### config.mk
export PLATFORM = sky130hd
export DESIGN_NAME = tri_state_pfd
export DESIGN_NICKNAME = d
export VERILOG_FILES = /design/src/rtl/tpfd_pkg.sv /design/src/rtl/tpfd_edge.sv /design/src/rtl/tpfd_core.sv /design/src/rtl/tpfd_mode.sv /design/src/rtl/tri_state_pfd.sv
export SDC_FILE = /design/constraint.sdc
export NUM_CORES = 1
export LEC_CHECK = 0
export ABC_AREA = 1
export BUFFER_PORTS_ARGS = -buffer_cell sky130_fd_sc_hd__buf_2
export CAP_MARGIN = 20
export CORE_AREA = 2 2 39 41
export DETAILED_ROUTE_END_ITERATION = 10
export DIE_AREA = 0 0 41 43
export GPL_ROUTABILITY_DRIVEN = 0
export PLACE_DENSITY = 0.46
export SLEW_MARGIN = 20
export SYNTH_ARGS = -nofsm -noshare
export SYNTH_HDL_FRONTEND = slang
export SYNTH_SLANG_ARGS = --single-unit
### constraint.sdc
create_clock -name clk -period 0.9 [get_ports clk]
set_input_delay 0.045 -clock clk [delete_from_list [all_inputs] [get_ports clk]]
set_output_delay 0.045 -clock clk [all_outputs]
set_load 0.02 [all_outputs]
### src/rtl/tpfd_pkg.sv
// Shared types for the three-state phase detector.
// Assumes a two-bit mode code; channel indices fix which edge unit is the reference.
package tpfd_pkg;

    localparam int NUM_CH  = 2;
    localparam int REF_CH  = 0;
    localparam int OSC_CH  = 1;
    localparam int MODE_W  = 2;

    typedef enum logic [MODE_W-1:0] {
        MODE_LOW  = 2'b00,
        MODE_HIGH = 2'b01,
        MODE_MID  = 2'b10,
        MODE_OPEN = 2'b11
    } pfd_mode_e;

    typedef enum logic [1:0] {
        TSEL_NONE = 2'b00,
        TSEL_OSC  = 2'b01,
        TSEL_REF  = 2'b10
    } test_sel_e;

    typedef struct packed {
        logic      cur_hi;
        logic      pump_en;
        logic      amp_clamp;
        test_sel_e test_sel;
    } mode_ctl_t;

    // Turns a mode code into the control settings it stands for.
    function automatic mode_ctl_t decode_mode(input logic [MODE_W-1:0] code);
        mode_ctl_t c;
        c = '{cur_hi: 1'b0, pump_en: 1'b1, amp_clamp: 1'b0, test_sel: TSEL_NONE};
        case (pfd_mode_e'(code))
            MODE_HIGH: c.cur_hi = 1'b1;
            MODE_MID: begin
                c.pump_en  = 1'b0;
                c.test_sel = TSEL_OSC;
            end
            MODE_OPEN: begin
                c.amp_clamp = 1'b1;
                c.test_sel  = TSEL_REF;
            end
            default: c.cur_hi = 1'b0;
        endcase
        return c;
    endfunction

endpackage

### src/rtl/tpfd_edge.sv
// Rising-edge detection and toggle divider for each divider input.
// Assumes the inputs are synchronous to clk; one channel per bit of sig_in.
module tpfd_edge
    import tpfd_pkg::*;
#(
    parameter int CH = NUM_CH
) (
    input  logic          clk,
    input  logic          rst_n,
    input  logic [CH-1:0] sig_in,
    output logic [CH-1:0] rise,
    output logic [CH-1:0] tgl
);

    logic [CH-1:0] prev_q;
    logic [CH-1:0] tgl_q;

    for (genvar i = 0; i < CH; i++) begin : g_ch
        // Remembers the last sampled level of the channel.
        always_ff @(posedge clk) begin
            if (!rst_n) prev_q[i] <= 1'b0;
            else        prev_q[i] <= sig_in[i];
        end

        assign rise[i] = sig_in[i] & ~prev_q[i];

        // Flips once per detected edge to form a half-rate square wave.
        always_ff @(posedge clk) begin
            if (!rst_n)       tgl_q[i] <= 1'b0;
            else if (rise[i]) tgl_q[i] <= ~tgl_q[i];
        end
    end

    assign tgl = tgl_q;

endmodule

### src/rtl/tpfd_core.sv
// Three-state request machine: up/down latches with a shared clear.
// Assumes edge strobes last one cycle; edges arriving while both are set are dropped.
module tpfd_core (
    input  logic clk,
    input  logic rst_n,
    input  logic ref_rise,
    input  logic osc_rise,
    output logic up_st,
    output logic dn_st
);

    logic clr;
    assign clr = up_st & dn_st;

    // Latches the up request on a reference edge; the clear wins.
    always_ff @(posedge clk) begin
        if (!rst_n)   up_st <= 1'b0;
        else if (clr) up_st <= 1'b0;
        else          up_st <= up_st | ref_rise;
    end

    // Latches the down request on an oscillator edge; the clear wins.
    always_ff @(posedge clk) begin
        if (!rst_n)   dn_st <= 1'b0;
        else if (clr) dn_st <= 1'b0;
        else          dn_st <= dn_st | osc_rise;
    end

endmodule

### src/rtl/tpfd_mode.sv
// Registers the decoded mode so the controls change only at clock edges.
// Assumes the mode input is static or synchronous; reset leaves the pump disabled.
module tpfd_mode
    import tpfd_pkg::*;
(
    input  logic              clk,
    input  logic              rst_n,
    input  logic [MODE_W-1:0] mode,
    output mode_ctl_t         ctl
);

    // Captures the decoded control word every cycle.
    always_ff @(posedge clk) begin
        if (!rst_n) ctl <= '0;
        else        ctl <= decode_mode(mode);
    end

endmodule

### src/rtl/tri_state_pfd.sv
// Top: phase-frequency detector with pump masking and a test-signal selector.
// Assumes both divider inputs and the mode input are synchronous to clk.
module tri_state_pfd
    import tpfd_pkg::*;
(
    input  logic              clk,
    input  logic              rst_n,
    input  logic              ref_in,
    input  logic              osc_in,
    input  logic [MODE_W-1:0] mode,
    output logic              up,
    output logic              dn,
    output logic              cur_hi,
    output logic              pump_en,
    output logic              amp_clamp,
    output logic              test_out
);

    logic [NUM_CH-1:0] div_in;
    logic [NUM_CH-1:0] div_rise;
    logic [NUM_CH-1:0] div_tgl;
    logic              up_state;
    logic              dn_state;
    mode_ctl_t         ctl;

    assign div_in[REF_CH] = ref_in;
    assign div_in[OSC_CH] = osc_in;

    tpfd_edge #(.CH(NUM_CH)) u_edge (
        .clk    (clk),
        .rst_n  (rst_n),
        .sig_in (div_in),
        .rise   (div_rise),
        .tgl    (div_tgl)
    );

    tpfd_core u_core (
        .clk      (clk),
        .rst_n    (rst_n),
        .ref_rise (div_rise[REF_CH]),
        .osc_rise (div_rise[OSC_CH]),
        .up_st    (up_state),
        .dn_st    (dn_state)
    );

    tpfd_mode u_mode (
        .clk   (clk),
        .rst_n (rst_n),
        .mode  (mode),
        .ctl   (ctl)
    );

    // Masks the pump requests when the pump is switched off.
    always_comb begin
        up = up_state & ctl.pump_en;
        dn = dn_state & ctl.pump_en;
    end

    // Steers the chosen divider toggle onto the test output.
    always_comb begin
        case (ctl.test_sel)
            TSEL_OSC: test_out = div_tgl[OSC_CH];
            TSEL_REF: test_out = div_tgl[REF_CH];
            default:  test_out = 1'b0;
        endcase
    end

    assign cur_hi    = ctl.cur_hi;
    assign pump_en   = ctl.pump_en;
    assign amp_clamp = ctl.amp_clamp;

endmodule

---- Word-level counts from Yosys, hierarchy flattened ----
Cells that the tools add are included.
operators by class
  bitwise operators ....................... 12
  eq/ne operators ......................... 5
  multiplexer cells ....................... 5
  reductions and logical operators ........ 1
operators with widths
  cell                count
  $eq 2x2->1 const B  3
  $and 1x1->1         5
  $not 1->1           5
  $eq 2x1->1 const B  2
  $pmux 2 s2          1
  $mux 1              3
  $or 1x1->1          2
  $pmux 1 s2          1
  $reduce_or 2->1     1
storage, ports and cells
  logic and storage cells ................. 33
  output and inout bits ................... 6
  input bits .............................. 6
  bits in registers ....................... 11

---- Longest topological paths before layout ----
  depth in word-level cells ............... 3
  gate-level depth with buffers ........... 4
  gate-level depth less buffers ........... 4

---- Hierarchy ----
A second synthesis with hierarchy kept.
unflattened totals
  cell total of the unflattened synthesis .. 54
  area total of the unflattened synthesis .. 399.1 um^2
by module, submodules not included
  module         cells an instance  area an instance (um^2)  sequential area each (um^2)  instances
  tpfd_edge      22                 152.6                    80.1                         1
  tpfd_mode      13                 120.1                    80.1                         1
  tri_state_pfd  11                 63.8                     0.0                          1
  tpfd_core      8                  62.6                     40.0                         1

---- Worst setup path before layout ----
Ideal clock, no wire load.
  path kind ............................... flip-flop to output port
  start ................................... register u_mode.ctl[2] (netlist name)
  end ..................................... output test_out
  data required time ...................... 855 ps
  data arrival time ....................... 1138 ps
  path slack .............................. -283 ps
  cell stages (with the launch flop) ...... 4
  cell sequence ........................... dfxtp_1 -> inv_1 -> ha_1 -> a21oi_1
RTL lines
  what       line                 text
  to (decl)  tri_state_pfd.sv:16  output logic test_out

==> results.tsv <==
stage	metric	value	unit
run_status	status	complete, but fails checks	
run_status	violated checks	negative setup slack	
drt	Routed WL	728	µm
drt	drt drc	0	
place	port bufs	11	
critical_path	Worst Path Arrival	1.13	ns
clock_tree	CTS Sinks	10	
clock_tree	CTS tree	done	
floorplan	num rows	14	
grt	first-pass GRT wire length	1170	µm
drt	antenna viol nets, final	0	
synthesis	Post-Synth Adder-Cell Area	0.0669	
synthesis	synthesized netlist cell count	48	
cells_and_area	commonest non-fill, non-tap cells in the layout	nand2_1 (8), inv_1 (8), buf_2 (8), a21oi_1 (5), dfxtp_1 (5)	
clock_tree	H-tree depth	1	
cells_and_area	Area Overhead vs Synth	57.5	%
cells_and_area	final net count	75	
cells_and_area	layout cells sized above 1	0.424	
synthesis	synth top area cells	dfxtp_1 (54%), inv_1 (10%), nand2_1 (10%), a21oi_1 (8.0%), ha_1 (6.7%)	
sta	hold slack final	0.0197	ns
sta	Max-slew headroom	0.895	
clock_tree	worst skew pair latency	0.27	ns
synthesis	largest family of logic cells by synthesized area	simple AND/OR/NAND/NOR gates	
drt	wire per inst	8.88	µm
drt	DR WL met2	373	µm
place	dpl cells	75	
synthesis	Post-Syn Nets	56	
grt	largest net degree at the start of global routing	7	
synthesis	sequential area share after synthesis	0.535	
critical_path	Critical Path RT	0.85	ns
sta	skew final	0.00117	ns
grt	GRT overflow	0	
synthesis	Synth cell types	9	
power_and_ir_drop	leakage power total	0.297	nW
power_and_ir_drop	PD cells	1740	nW/µm²
drt	met3 WL post-DR	59	µm
floorplan	Initial Utilization	0.270	
clock_tree	CTS Root Cell	clkbuf_4	
critical_path	crit path capture type	primary output	
drt	vias	339	
synthesis	Syn Std Cell Area	374	µm²
sta	setup TNS	-0.271	ns
sta	Least-Margin Pin Slew	0.157	ns
floorplan	Die Y	43	µm
synthesis	simple-gate share of the synthesized area	0.207	
critical_path	critical path class	reg2out	
sta	Setup Viol. Count Final	1	
synthesis	post-synthesis xor/xnor area fraction	0	
sta	fin crit period	1.17	ns
grt	initial antenna violation count	0	
clock_tree	Clock Tree Buf Depth	2	
floorplan	I/O pin total	12	
grt	All-Layer GR Usage	0.110	
sta	Max Fclk	0.854	GHz
clock_tree	CTS buffer count	3	
sta	Final Hold Fails	0	
critical_path	largest fanout on the critical path	3	
synthesis	share of the synthesized area in the top cell type	0.535	
synthesis	multiplexer share of the synthesized area	0	
drt	DR pass1 iterations	2	
sta	RSZ-0062 raised after global routing	yes	
cells_and_area	final cell count without fillers	82	
synthesis	Synth area leader	dfxtp_1	
job	MaxCap Viol Count	0	
hold_path	HP Class	in2reg	
clock_tree	clock transition at the registers of the reported paths	0.07	ns
sta	Final Cycle Share	1.30	
sta	fin. max-slew vios	0	
drt	routed vias/inst	4.13	
drt	wl on met1	287	µm
synthesis	Synth Area in Compound Gates	0.0803	
drt	DR iter-0 viols	3	
synthesis	FF+latch count, synth	10	
floorplan	full die area	1760	µm²
floorplan	core area	1380	µm²
power_and_ir_drop	Worst VDD drop	0.000968	V
cells_and_area	n_diodes	0	
synthesis	Syn. warnings	0	
drt	highest routed metal layer	met4	
grt	vias in the first global route	308	
clock_tree	Post-CTS Setup Inserts	0	
synthesis	Avg Inst Size Synth	7.79	µm²
place	DP HPWL	509	µm
critical_path	CP startpoint kind	flop	
sta	worst setup margin	-0.271	ns
power_and_ir_drop	Pwr Total	1.03	mW
floorplan	Die W	41	µm
worst paths after layout:
check / start / end / slack, ns / cells after the start
setup / recovery: u_mode.ctl[2] / test_out / -0.27 / 4
hold / removal: ref_in / u_edge.prev_q[0] / 0.02 / 3
setup reg to reg: u_edge.tgl[1] / u_edge.tgl[1] / 0.22 / 3
hold reg to reg: u_core.up_st / u_core.up_st / 0.48 / 2
layout make-up:
cell class                 count  area, µm²
inverter                      11       41.3
timing repair buffer          14        104
clock buffer                   4       36.3
multi-input combinational     27        179
fill                         143        795
tap                           16       20.0
sequential                    10        209
worst max-delay path, stage by stage (launching register included):
cell and delay, ns:
dfxtp_4 0.37, inv_2 0.04, ha_4 0.21, a21oi_4 0.11, buf_6 0.13
metrics by stage:
step	utilization	setup WS [ns]	instance area [µm²]
global route	0.426	-0.325	589
CTS	0.413	-0.278	572
global placement	0.344	-0.0318	477
finish	0.426	-0.271	589
floorplan	-	0.00969	402
detailed placement	0.344	-0.0457	477
metal layers:
metal | global-route usage | up-vias
li1 | - | 183
met1 | 0.0948 | 143
met2 | 0.166 | 10
met3 | 0.0942 | 3
met4 | 0.0600 | 0
met5 | 0 | -
synthesized netlist by cell type (all sizes together):
master / count
a21oi: 6
nor3: 3
dfxtp: 10
nor2: 4
nand3: 2
inv: 11
nand2: 10
ha: 2
sequential cells by signal, indices dropped and copies added, names as in the netlist:
name           count
u_edge.tgl         2
u_core.dn_st       1
u_mode.ctl         4
u_core.up_st       1
u_edge.prev_q      2
kinds of logic after synthesis:
family / Yosys count
AOI/OAI and AO/OA: 6
and+or+nand+nor: 19
adders and majority gates: 2
buffers and inverters: 11
DFF: 10
timing repair:
| item | in CTS | in global routing |
|---|---|---|
| hold buffers | 3 | 0 |
| endpoints found under the setup margin | 3 | 3 |
| hold endpoints to repair | 4 | 0 |
| pin swaps | 2 | 3 |
| resized for setup | 14 | 3 |
report_power, final:
group / total, mW / internal, mW / switching [mW]
combinational: 0.126 / 0.0599 / 0.0661
clock: 0.407 / 0.246 / 0.161
sequential: 0.494 / 0.472 / 0.0222
total: 1.03 / 0.778 / 0.249
Note: power is estimated with default switching activity, not from simulation.
